**config.mk**
```make
export PLATFORM = sky130hd
export DESIGN_NAME = blkxfer_seq
export DESIGN_NICKNAME = d
export VERILOG_FILES = /design/src/rtl/blkxfer_pkg.sv /design/src/rtl/blkxfer_pick.sv /design/src/rtl/blkxfer_addr.sv /design/src/rtl/blkxfer_psr.sv /design/src/rtl/blkxfer_seq.sv
export SDC_FILE = /design/constraint.sdc
export NUM_CORES = 1
export LEC_CHECK = 0
export CAP_MARGIN = 10
export CORE_ASPECT_RATIO = 0.7
export CORE_MARGIN = 2
export CORE_UTILIZATION = 26
export CTS_CLUSTER_DIAMETER = 200
export CTS_CLUSTER_SIZE = 8
export DETAILED_ROUTE_END_ITERATION = 8
export DONT_BUFFER_PORTS = 1
export GPL_TIMING_DRIVEN = 0
export HOLD_SLACK_MARGIN = 0.05
export PLACE_DENSITY = 0.51
export SKIP_LAST_GASP = 1
export SYNTH_ARGS = -nofsm -noshare
export SYNTH_HDL_FRONTEND = slang
export SYNTH_HIERARCHICAL = 1
export SYNTH_SLANG_ARGS = --single-unit
export TNS_END_PERCENT = 20
```
**constraint.sdc**
```tcl
create_clock -name clk -period 3.4 [get_ports clk]
set_input_delay 0.17 -clock clk [delete_from_list [all_inputs] [get_ports clk]]
set_output_delay 0.17 -clock clk [all_outputs]
set_load 0.03 [all_outputs]
```
**src/rtl/blkxfer_pkg.sv**
```systemverilog
package blkxfer_pkg;

   typedef enum logic [1:0] {
      ST_IDLE = 2'd0,
      ST_RUN  = 2'd1,
      ST_FIN  = 2'd2
   } seq_st_t;

endpackage

```
**src/rtl/blkxfer_pick.sv**
```systemverilog
// Lowest-set-bit picker over the pending register mask.
module blkxfer_pick #(
   parameter int REGS = 16,
   parameter int IDXW = 4
) (
   input  logic [REGS-1:0] pend,
   output logic [IDXW-1:0] idx,
   output logic [REGS-1:0] sel,
   output logic            last
);

   genvar g;
   generate
      for (g = 0; g < REGS; g++) begin : g_slot
         if (g == 0) begin : g_first
            assign sel[g] = pend[g];
         end else begin : g_rest
            assign sel[g] = pend[g] & ~(|pend[g-1:0]);
         end
      end
   endgenerate

   always_comb begin
      idx = '0;
      for (int i = 0; i < REGS; i++) begin
         if (sel[i]) idx = idx | IDXW'(i);
      end
   end

   assign last = ((pend & ~sel) == '0);

endmodule

```
**src/rtl/blkxfer_addr.sv**
```systemverilog
// Running address register with pre/post stepping and word alignment.
module blkxfer_addr #(
   parameter int DW    = 32,
   parameter int BYTES = 4
) (
   input  logic          clk,
   input  logic          rst_n,
   input  logic          load_en,
   input  logic [DW-1:0] load_val,
   input  logic          adv,
   input  logic          up,
   input  logic          pre,
   output logic [DW-1:0] cur,
   output logic [DW-1:0] bus_addr
);

   localparam int ALB = $clog2(BYTES);

   logic [DW-1:0] cur_q;
   logic [DW-1:0] nxt;
   logic [DW-1:0] chosen;

   assign nxt    = up ? cur_q + DW'(BYTES) : cur_q - DW'(BYTES);
   assign chosen = pre ? nxt : cur_q;
   assign cur    = cur_q;

   generate
      if (ALB > 0) begin : g_align
         assign bus_addr = {chosen[DW-1:ALB], {ALB{1'b0}}};
      end else begin : g_noalign
         assign bus_addr = chosen;
      end
   endgenerate

   always_ff @(posedge clk or negedge rst_n) begin
      if (!rst_n)       cur_q <= '0;
      else if (load_en) cur_q <= load_val;
      else if (adv)     cur_q <= nxt;
   end

endmodule

```
**src/rtl/blkxfer_psr.sv**
```systemverilog
// Status word merge for a program counter load with status update.
module blkxfer_psr #(
   parameter int          DW        = 32,
   parameter logic [31:0] PROT_MASK = 32'h0C00_0003
) (
   input  logic [DW-1:0] old_psr,
   input  logic [DW-1:0] loaded,
   input  logic          protect,
   output logic [DW-1:0] merged
);

   localparam logic [DW-1:0] KEEP = DW'(PROT_MASK);

   assign merged = protect ? ((old_psr & KEEP) | (loaded & ~KEEP)) : loaded;

endmodule

```
**src/rtl/blkxfer_seq.sv**
```systemverilog
module blkxfer_seq
   import blkxfer_pkg::*;
#(
   parameter int          DW           = 32,
   parameter int          REGS         = 16,
   parameter int          PC_BASE_OFS  = 8,
   parameter int          PC_STORE_OFS = 12,
   parameter logic [31:0] PROT_MASK    = 32'h0C00_0003,
   localparam int         IDXW         = $clog2(REGS)
) (
   input  logic            clk,
   input  logic            rst_n,
   input  logic            start,
   input  logic [REGS-1:0] cmd_mask,
   input  logic [IDXW-1:0] cmd_base,
   input  logic            cmd_load,
   input  logic            cmd_up,
   input  logic            cmd_pre,
   input  logic            cmd_wb,
   input  logic            cmd_psr,
   input  logic            mode_user,
   input  logic [DW-1:0]   pc_in,
   input  logic [DW-1:0]   psr_in,
   output logic [IDXW-1:0] rf_rd_idx,
   input  logic [DW-1:0]   rf_rd_data,
   output logic            rf_we,
   output logic [IDXW-1:0] rf_wr_idx,
   output logic [DW-1:0]   rf_wdata,
   output logic            pc_we,
   output logic [DW-1:0]   pc_wdata,
   output logic            psr_we,
   output logic [DW-1:0]   psr_wdata,
   output logic            mem_req,
   output logic            mem_we,
   output logic [DW-1:0]   mem_addr,
   output logic [DW-1:0]   mem_wdata,
   input  logic            mem_ack,
   input  logic [DW-1:0]   mem_rdata,
   output logic            busy,
   output logic            done
);

   localparam int              BYTES  = DW / 8;
   localparam logic [IDXW-1:0] PC_IDX = IDXW'(REGS - 1);

   generate
      if ((DW % 8) != 0 || DW < 16) begin : g_bad_dw
         $error("blkxfer_seq: DW must be a multiple of 8 and at least 16");
      end
      if ((1 << IDXW) != REGS || REGS < 2) begin : g_bad_regs
         $error("blkxfer_seq: REGS must be a power of two, at least 2");
      end
      if ((PC_BASE_OFS % BYTES) != 0 || (PC_STORE_OFS % BYTES) != 0) begin : g_bad_ofs
         $error("blkxfer_seq: program counter offsets must be word multiples");
      end
   endgenerate

   seq_st_t         st;
   logic [REGS-1:0] mask_q;
   logic [IDXW-1:0] base_q;
   logic            load_q, up_q, pre_q, wb_q, psr_q, user_q;
   logic [DW-1:0]   pc_q;

   logic            start_ok, beat, last, wb_fire, ld_fire;
   logic [IDXW-1:0] cur_idx;
   logic [REGS-1:0] cur_sel;
   logic [DW-1:0]   base_val, addr_cur, merged_psr;

   assign start_ok = (st == ST_IDLE) && start;
   assign beat     = mem_req && mem_ack;
   assign base_val = (cmd_base == PC_IDX) ? pc_in + DW'(PC_BASE_OFS) : rf_rd_data;

   blkxfer_pick #(.REGS(REGS), .IDXW(IDXW)) u_pick (
      .pend (mask_q),
      .idx  (cur_idx),
      .sel  (cur_sel),
      .last (last)
   );

   blkxfer_addr #(.DW(DW), .BYTES(BYTES)) u_addr (
      .clk      (clk),
      .rst_n    (rst_n),
      .load_en  (start_ok),
      .load_val (base_val),
      .adv      (beat),
      .up       (up_q),
      .pre      (pre_q),
      .cur      (addr_cur),
      .bus_addr (mem_addr)
   );

   blkxfer_psr #(.DW(DW), .PROT_MASK(PROT_MASK)) u_psr (
      .old_psr (psr_in),
      .loaded  (mem_rdata),
      .protect (user_q),
      .merged  (merged_psr)
   );

   // Sequencer state and command capture
   always_ff @(posedge clk or negedge rst_n) begin
      if (!rst_n) begin
         st     <= ST_IDLE;
         mask_q <= '0;
         base_q <= '0;
         load_q <= 1'b0;
         up_q   <= 1'b0;
         pre_q  <= 1'b0;
         wb_q   <= 1'b0;
         psr_q  <= 1'b0;
         user_q <= 1'b0;
         pc_q   <= '0;
      end else begin
         unique case (st)
            ST_IDLE: begin
               if (start) begin
                  mask_q <= cmd_mask;
                  base_q <= cmd_base;
                  load_q <= cmd_load;
                  up_q   <= cmd_up;
                  pre_q  <= cmd_pre;
                  wb_q   <= cmd_wb;
                  psr_q  <= cmd_psr;
                  user_q <= mode_user;
                  pc_q   <= pc_in;
                  st     <= (cmd_mask == '0) ? ST_FIN : ST_RUN;
               end
            end
            ST_RUN: begin
               if (beat) begin
                  mask_q <= mask_q & ~cur_sel;
                  if (last) st <= ST_FIN;
               end
            end
            ST_FIN:  st <= ST_IDLE;
            default: st <= ST_IDLE;
         endcase
      end
   end

   // Register file read port: base during idle, current register while running
   assign rf_rd_idx = (st == ST_IDLE) ? cmd_base : cur_idx;

   // Memory port
   assign mem_req   = (st == ST_RUN);
   assign mem_we    = mem_req && !load_q;
   assign mem_wdata = (cur_idx == PC_IDX) ? pc_q + DW'(PC_STORE_OFS) : rf_rd_data;

   // Register file write port: loaded word or base write-back
   assign ld_fire   = beat && load_q && (cur_idx != PC_IDX);
   assign wb_fire   = (st == ST_FIN) && wb_q && (base_q != PC_IDX);
   assign rf_we     = ld_fire || wb_fire;
   assign rf_wr_idx = wb_fire ? base_q : cur_idx;
   assign rf_wdata  = wb_fire ? addr_cur : mem_rdata;

   // Program counter and status word
   assign pc_we     = beat && load_q && (cur_idx == PC_IDX);
   assign pc_wdata  = mem_rdata;
   assign psr_we    = pc_we && psr_q;
   assign psr_wdata = merged_psr;

   assign busy = (st != ST_IDLE);
   assign done = (st == ST_FIN);

   // ---------------- assertions ----------------
   p_idle_quiet_r1: assert property (@(posedge clk) disable iff (!rst_n)
      !busy |-> (!mem_req && !done));

   p_step_r3: assert property (@(posedge clk) disable iff (!rst_n)
      (beat && !last) |=> (mem_req &&
         mem_addr == ($past(mem_addr) + ($past(up_q) ? DW'(BYTES) : -DW'(BYTES)))));

   p_pc_last_r5: assert property (@(posedge clk) disable iff (!rst_n)
      (mem_req && rf_rd_idx == PC_IDX) |-> last);

   p_pc_load_r6: assert property (@(posedge clk) disable iff (!rst_n)
      pc_we |-> (mem_ack && !mem_we));

   p_rf_no_pc_r7: assert property (@(posedge clk) disable iff (!rst_n)
      rf_we |-> (rf_wr_idx != PC_IDX));

   p_psr_keep_r8: assert property (@(posedge clk) disable iff (!rst_n)
      (psr_we && user_q) |-> (((psr_wdata ^ psr_in) & DW'(PROT_MASK)) == '0));

   p_req_hold_r10: assert property (@(posedge clk) disable iff (!rst_n)
      (mem_req && !mem_ack) |=> (mem_req && $stable(mem_addr) && $stable(mem_we)));

   p_done_follows_r10: assert property (@(posedge clk) disable iff (!rst_n)
      done |-> ($past(beat) || $past(start_ok)));

   p_ignore_start_r12: assert property (@(posedge clk) disable iff (!rst_n)
      (busy && start) |=> ($stable(base_q) && $stable(load_q) && $stable(up_q)));

endmodule

```
; Word level (Yosys, flattened, before mapping)
; Cells that the tools add are included.
[classes]
addsub = 4
n_eq_ne = 9
muxes = 33
bitwise = 33
reduce_logical = 34
[ops]
columns = op, n
row1 = $mux W32, 8
row2 = $add A32 B4 Y32 const B, 2
row3 = $mux W4, 10
row4 = $add A32 B3 Y32 const B, 1
row5 = $logic_not A16 Y1, 2
row6 = $mux W16, 2
row7 = $or A28 B32 Y32, 1
row8 = $pmux W16 S2, 1
row9 = $sub A32 B3 Y32 const B, 1
row10 = $and A16 B16 Y16, 1
row11 = $not A16 Y16, 1
row12 = $and A1 B1 Y1, 15
row13 = $not A1 Y1, 15
row14 = $reduce_or A15 Y1, 1
row15 = $reduce_or A14 Y1, 1
row16 = $reduce_or A13 Y1, 1
row17 = $mux W2, 6
row18 = $mux W3, 4
row19 = $reduce_or A12 Y1, 1
row20 = $reduce_or A11 Y1, 1
row21 = $reduce_or A10 Y1, 1
row22 = $logic_and A1 B1 Y1, 9
row23 = $reduce_or A9 Y1, 1
row24 = $eq A4 B4 Y1 const B, 2
row25 = 20 further kinds, 25
[word_totals]
register_bits = 92
input_bits = 158
output_inout_bits = 175

; Longest topological paths before layout
; Gate-level depths: netlist (run 1).
[logic_depth]
word_depth = 20
ltp_mapped = 11

; By module
; The synthesis (run 1) kept the hierarchy.
[modules_own_cells]
columns = module, instances, cells_each, area_each_um2
row1 = blkxfer_seq, 1, 553, 4958.5
row2 = blkxfer_addr, 1, 450, 3674.8
row3 = blkxfer_pick, 1, 73, 475.5
row4 = blkxfer_psr, 1, 32, 255.2

; Worst setup path after synthesis (run 1)
; Ideal clock, no wire load.
[synth_path]
kind = reg-to-output
from = register up_q
to = output port mem_addr[29]
t_arrival_ns = 3.591
required_ns = 3.230
slack_ns = -0.361
path_stages_with_launch = 11
path_buffers = 0
path_cell_list = dfrtp_1 > inv_1 > ha_1 > a211oi_2 > o21bai_2 > a2111oi_4 > and4b_1 > o2111ai_2 > a21oi_2 > o21a_1 > o31ai_1
[synth_via]
elab_chain_len = 2
[synth_lines]
columns = element, line
row1 = "start, declared", blkxfer_seq.sv:61  ; logic load_q, up_q, pre_q, wb_q, psr_q, user_q;
row2 = "start signal, assigned", blkxfer_seq.sv:119  ; up_q <= cmd_up;
row3 = $mux W32, blkxfer_addr.sv:23  ; assign nxt = up ? cur_q + DW'(BYTES) : cur_q - DW'(BYTES);
row4 = $mux W32, blkxfer_addr.sv:24  ; assign chosen = pre ? nxt : cur_q;
row5 = "end, declared", blkxfer_seq.sv:35  ; output logic [DW-1:0] mem_addr,
; Every way passes these cells.

; Final worst setup path (run 1)
[layout_path]
from = register up_q
to = output port mem_addr[31]
; The elaborated chain is that of the path after synthesis.

==> results of run 1 <==
==> worst max path at each step <==
stage                         start            end  slack [ns]  cells past startpoint
after detailed placement       up_q   mem_addr[31]       -0.79                     10
after global placement    mask_q[5]   mem_wdata[2]       -0.77                      7
final                          up_q   mem_addr[31]       -0.08                     11
after global routing           up_q   mem_addr[31]       -0.25                     12
after floorplan                up_q   mem_addr[30]        0.02                      9
after CTS                 mask_q[5]  mem_wdata[14]       -0.22                      8
==> cell families after synthesis <==
logic type / count (synthesis) / synth area share (%)
other: 1 / 0.0400
multiplexers: 132 / 15.6
AO/OA/AOI/OAI: 259 / 17.5
XOR/XNOR: 81 / 7.58
flip-flops: 92 / 24.6
AND/OR/NAND/NOR: 366 / 20.8
adder cells (fa/ha/maj): 32 / 4.33
buffers and inverters: 145 / 9.61
==> power by group <==
group,switching [mW],internal [mW],total (mW),leakage [nW]
Sequential,0.778,1.66,2.44,1.11
Clock,0.498,0.719,1.22,0.170
Combinational,6.27,3.89,10.2,3.48
==> state kept, by name, summed over array words and instances, names as in the netlist, 2 cells and up <==
signal	count
base_q	4
mask_q	16
pc_q	32
st	2
u_addr/cur	32
==> critical path, delay by kind of cell, from the launching register on <==
family	cells	cell delay, ns
adders and majority gates	1	0.37
DFF	1	0.39
buffers and inverters	3	0.45
AOI/OAI and AO/OA	6	1.47
xor gates and xnor gates	1	0.26
==> area by class of cell <==
class	instances	share of cell area, %
Timing Repair inverter	1	0.0638
Antenna cell	1	0.0213
Multi-Input combinational cell	872	57.6
Buffer	117	6.92
Sequential cell	92	19.6
Clock inverter	7	0.968
Inverter	25	0.830
Clock buffer	9	1.92
Tap cell	480	5.11
Timing Repair Buffer	83	7.02
==> cells in the final DEF (no fill, tap or decap), drive strengths merged, types with 3 or more instances in the layout <==
| cell | count |
|---|---|
| nand2 | 137 |
| o21ai | 123 |
| buf | 115 |
| mux2 | 109 |
| dfrtp | 92 |
| dlygate4sd3 | 60 |
| nor2 | 57 |
| a21oi | 47 |
| xnor2 | 45 |
| nand3 | 40 |
| xor2 | 36 |
| clkbuf | 34 |
| ha | 30 |
| inv | 24 |
| mux2i | 23 |
| nand4 | 22 |
| and3 | 22 |
| nor3 | 22 |
| a22o | 18 |
| a21o | 18 |
| nor4 | 17 |
| or3 | 10 |
| nor3b | 7 |
| and2 | 7 |
| o211ai | 6 |
| a211oi | 6 |
| a31oi | 6 |
| o21a | 5 |
| nand3b | 5 |
| o21bai | 5 |
| and4 | 5 |
| o31ai | 5 |
| clkinv | 4 |
| nor2b | 3 |
| bufinv | 3 |
| o2111ai | 3 |
==> routing by layer <==
metal | part of all wire [%] | track usage [%]
met1 | 48 | 27.5
met3 | 8.0 | 4.66
met2 | 42 | 27.2
met5 | 0 | 0
met4 | 2.0 | 4.72
==> repair_timing <==
item / 4_1_cts / 5_1_grt
hold buffers: 61 / 0
endpoints found under the setup margin: 78 / 51
hold endpoints to repair: 152 / 0
setup buffers: 19 / 3
gates resized for setup: 92 / 59
gates cloned: 1 / 0
pin swaps: 23 / 15
==> flow_summary.yaml, run 1 <==
outcome:
  status: "complete, but fails checks"
  violations: "negative setup slack"
global_route:
  grt_antenna_before_repair: 0
  overflow: 0
  grt_pass1_wl_microns: 53000
  grtUsageTotal_pct: 18.8
  grt_pass1_vias: 8308
  grt_max_degree: 93
sta:
  setup_viol: 8
  rsz0062_at_grt: "yes"
  worstMarginPinSlew_ns: 0.930
  finalHoldViolations: 0
  fin_ws_ns: -0.0839
  maxSlewHeadroom_pct: 37.3
  fin_crit_sh_pct: 102
  report.final.slew_viol_count: 0
  hold_slack_ns: 0.0689
  max_freq_mhz: 287
  period_minus_slack_ns: 3.48
  clock_skew_ns: 0.00751
  setup_tns_ns: -0.380
logic_synthesis:
  synth-seq-area-share_pct: 24.6
  yosysMostFrequentCell: "nand2_1"
  synth_edf_count: 0
  ys_warn_count: 6
  synth-seq-cells: 92
  syn_area_sq_mm: 0.00936
  synth.largest_area_cell: "dfrtp_1"
  synth.distinct_cells: 83
  synthTopCellsByCount: "nand2_1, mux2_2, o21ai_0"
  synth_top_area_share_pct: 24.6
  synth-main-ff-cell: "dfrtp_1"
  postSynthAreaPerCell_sq_um: 8.45
  postSynth.asyncResetShare_pct: 100
  synth.area.top_cells: "dfrtp_1, mux2_2, buf_4, nand2_1, o21ai_0"
  synthCells: 1108
final_layout:
  register_area_sq_mm: 0.00230
  post-route-cell-area_sq_mm: 0.0118
  multiInputGateArea_sq_mm: 0.00677
  drive_gt1_share_pct: 29.0
  utilization_pct: 32.9
  nNetsFinal: 1390
  fin_cells: 1687
  area_growth_syn_to_layout_pct: 25.6
  num-fill-cells: 3786
cts:
  clk_pin_slew_ns: 0.07
  cts_buffers: 9
  cts.sinks: 92
  cts_tree: "built"
  clkLatencyLatePin_ns: 0.37
  htreeDepth: 3
  cts-root-buf: "clkbuf_16"
  cts_buffer_depth: 2
critical_path:
  cpMaxStageDelayCell: "a311oi_4"
  reg2reg_depth: 12
  cp_cell_sequence: "buf_4 -> clkinvlp_4 -> buf_12 -> ha_1 -> a21oi_1 -> o21ai_0 -> a22o_1 -> a311oi_4 -> o211ai_1 -> o31ai_2 -> xnor2_2"
  cp.arrival_ns: 3.31
  worst_setup_path_start_kind: "flop"
  rr_startpoint: "up_q"
  critPathKind: "flop to output pin"
  required_ns: 3.23
  endpoint_kind: "output pin"
  r2r_slack_ns: 0.17
  timing.rr.end: "u_addr/cur[31]"
  path_max_fanout: 6
  max_stage_delay_ns: 0.40
place:
  hpwlAfterDp_microns: 28200
  dpl_worst_slack_ns: -0.786
  routabilityCongestion: 0.895
  postPlaceCellArea_sq_mm: 0.00999
  io_buffers: 0
  placedCellCount: 1589
power_and_ir_drop:
  powerDensity_mw_per_mm2: 1180
  p_leak_nw: 4.76
  ir_drop_mv: 0.430
  p_total_mw: 13.8
route:
  vias: 8775
  wl_per_cell_microns: 21.7
  avgViaCountPerCell: 5.20
  drtPass1Iterations: 6
  dr.first_iter.drc_count: 672
  drt-total-wl_microns: 36600
  drc: 0
  ant_nets: 0
worst_hold_path:
  min_from: "cmd_mask[8]"
  worstHoldEndpoint: "st[0]"
  hold_class: "input pin to flop"
  holdPathStages: 3
die:
  die_x_microns: 231
  io_pins: 333
  rows: 58
  core_area_sq_mm: 0.0357
  start_util_pct: 26.2
  dieHeight_microns: 163
  die-area_sq_mm: 0.0376
flow_run:
  drv_cap: 0
Note: power is estimated with default switching activity, not from simulation.
==> run 2: changes to the inputs <==
--- a/config.mk
+++ b/config.mk
@@ -16,9 +16,9 @@
 export GPL_TIMING_DRIVEN = 0
 export HOLD_SLACK_MARGIN = 0.05
 export PLACE_DENSITY = 0.51
+export RECOVER_POWER = 25
 export SKIP_LAST_GASP = 1
 export SYNTH_ARGS = -nofsm -noshare
 export SYNTH_HDL_FRONTEND = slang
-export SYNTH_HIERARCHICAL = 1
 export SYNTH_SLANG_ARGS = --single-unit
 export TNS_END_PERCENT = 20
==> constraint.sdc (replaced) <==
create_clock -name clk -period 2.9 [get_ports clk]
set_input_delay 0.145 -clock clk [delete_from_list [all_inputs] [get_ports clk]]
set_output_delay 0.145 -clock clk [all_outputs]
set_load 0.03 [all_outputs]
==> run 2 against run 1 <==
  * The run still ends with negative setup slack left
  * Design area down 5.1%
  * Clock skew rose by 0.0038 ns
  * First-iteration DRC count up 17%
  * Register-to-register slack lost 0.33 ns
  * Clock power increased by 7%
  * Utilization rose by 1.3 points
  * Via count up 4.5%
  * Sequential share of layout area increased by 1.1 points
  * Hold slack worse by 0.0059 ns
  * Setup slack got worse by 0.33 ns
  * Critical endpoint is now mem_addr[27]
  * Highest routed layer unchanged
==> flow_summary.yaml, run 2 <==
power_and_ir_drop:
  p_leak_nw: 4.65
  powerDensity_mw_per_mm2: 1550
  ir_drop_mv: 0.564
global_route:
  grt_pass1_vias: 8650
  overflow: 0
  grt_antenna_before_repair: 0
  grt_max_degree: 93
  grt_pass1_wl_microns: 56200
  grtUsageTotal_pct: 21.7
logic_synthesis:
  synth-seq-area-share_pct: 26.5
  synth_edf_count: 0
  synth_top_area_share_pct: 26.5
  syn_area_sq_mm: 0.00867
  synth.area.top_cells: "dfrtp_1, nand2_1, buf_4, mux2_2, o21ai_0"
  synth-main-ff-cell: "dfrtp_1"
  synth-seq-cells: 92
  synth.largest_area_cell: "dfrtp_1"
  postSynthAreaPerCell_sq_um: 7.34
  postSynth.asyncResetShare_pct: 100
  synthCells: 1182
  synth.distinct_cells: 64
  ys_warn_count: 0
  synthTopCellsByCount: "nand2_1, nor2_1, dfrtp_1"
  yosysMostFrequentCell: "nand2_1"
route:
  ant_nets: 0
  wl_per_cell_microns: 22.6
  avgViaCountPerCell: 5.30
  drc: 0
  vias: 9174
  dr.first_iter.drc_count: 786
  drtPass1Iterations: 5
  drt-total-wl_microns: 39100
critical_path:
  reg2reg_depth: 12
  path_max_fanout: 11
  required_ns: 2.76
  worst_setup_path_start_kind: "flop"
  r2r_slack_ns: -0.16
  cp.arrival_ns: 3.17
  timing.rr.end: "u_addr.cur[25]"
  rr_startpoint: "up_q"
  critPathKind: "flop to output pin"
  endpoint_kind: "output pin"
cts:
  clk_pin_slew_ns: 0.07
  cts-root-buf: "clkbuf_16"
  clkLatencyLatePin_ns: 0.36
  htreeDepth: 3
  cts_tree: "built"
  cts_buffer_depth: 2
  cts.sinks: 92
  cts_buffers: 9
die:
  core_area_sq_mm: 0.0326
  die_x_microns: 222
  start_util_pct: 26.6
  io_pins: 333
  rows: 55
  die-area_sq_mm: 0.0349
  dieHeight_microns: 157
place:
  io_buffers: 0
  postPlaceCellArea_sq_mm: 0.00924
  hpwlAfterDp_microns: 29900
  routabilityCongestion: 0.950
sta:
  finalHoldViolations: 0
  period_minus_slack_ns: 3.32
  fin_crit_sh_pct: 114
  fin_ws_ns: -0.417
  maxSlewHeadroom_pct: 29.6
  clock_skew_ns: 0.0113
  worstMarginPinSlew_ns: 1.05
  report.final.slew_viol_count: 0
  rsz0062_at_grt: "yes"
  max_freq_mhz: 301
  setup_viol: 62
worst_hold_path:
  hold_class: "input pin to flop"
  holdPathStages: 2
  worstHoldEndpoint: "u_addr.cur[15]"
  min_from: "rf_rd_data[15]"
flow_run:
  drv_cap: 0
final_layout:
  utilization_pct: 34.3
  n_antenna_cell: 0
  layout_common_cells: "nand2_1, nor2_1, clkbuf_1, dfrtp_1, dlygate4sd3_1"
  nNetsFinal: 1488
  drive_gt1_share_pct: 15.7
  area_growth_syn_to_layout_pct: 28.6
  final_common_cell: "nand2_1"
  post-route-cell-area_sq_mm: 0.0112
  num-fill-cells: 3497
outcome:
  violations: "negative setup slack"
  status: "complete, but fails checks"
-- run 2: area by class of cell --
type,count,area (sq um),share of cell area [%]
multi-input combinational,949,6320,56.7
sequential,92,2310,20.7
timing repair buffer,108,1050,9.40
tap,427,534,4.79
buffer,115,528,4.73
clock buffer,9,225,2.02
inverter,23,91.3,0.819
clock inverter,6,90.1,0.808
timing repair inverter,1,7.51,0.0673
-- run 2: logic make-up after synthesis --
family                     synth area share [%]
and+or+nand+nor                            26.9
AOI/OAI and AO/OA                          19.0
buffers and inverters                      9.55
DFF                                        26.5
xor gates and xnor gates                   7.57
muxes                                      5.71
adders and majority gates                  4.67
other                                    0.0432
-- run 2: worst max-delay path by stage --
stage,startpoint,end,slack [ns],depth (start not counted)
finish,up_q,mem_addr[27],-0.42,13
global route,up_q,mem_addr[27],-0.54,12
CTS,up_q,mem_addr[29],-0.47,12
detailed placement,up_q,u_addr.cur[31],-1.17,10
global placement,up_q,u_addr.cur[31],-1.22,10
floorplan,up_q,mem_addr[31],-0.27,10
-- run 2: per-layer routing --
metal  track usage [%]  wire (microns)
met1              32.3           19000
met2              31.7           16200
met3              3.62            3050
met4              6.44             877
met5                 0               0
-- run 2: repair_timing --
item | 4_1_cts | 5_1_grt
pin swaps | 21 | 24
resized for setup | 115 | 88
gates cloned | 1 | 0
hold endpoints to repair | 165 | 0
buffers inserted | 22 | 11
hold buffers | 75 | 0
setup endpoints to repair | 124 | 131
-- run 2: where the power goes --
part           total, mW  internal [mW]  switching, mW
Combinational       13.2           5.21           8.03
Clock               1.30          0.753          0.550
Sequential          2.80           1.92          0.879
-- run 2: metrics by stage --
stage,TNS (ns),instances,hold WS [ns],power [mW],setup WS (ns)
after global routing,-19.71,1730,0.0806,18.4,-0.539
after CTS,-10.87,1719,0.0611,15.9,-0.468
after global placement,-49.61,1610,-0.148,12.9,-1.22
after detailed placement,-47.49,1610,-0.147,12.9,-1.17
after floorplan,-1.81,1183,-0.151,10.4,-0.271
final,-8.20,1730,0.0630,17.3,-0.417
-- run 2: worst max-delay path, cell delays in order, from the launching register on --
cell	delay (ns)
dfrtp_2	0.38
clkinvlp_4	0.10
buf_12	0.16
buf_8	0.14
ha_4	0.23
a21oi_2	0.12
o211ai_1	0.11
or3_1	0.32
a41o_1	0.26
a31oi_4	0.27
o21bai_4	0.09
buf_4	0.15
xor2_2	0.15
mux2_4	0.32
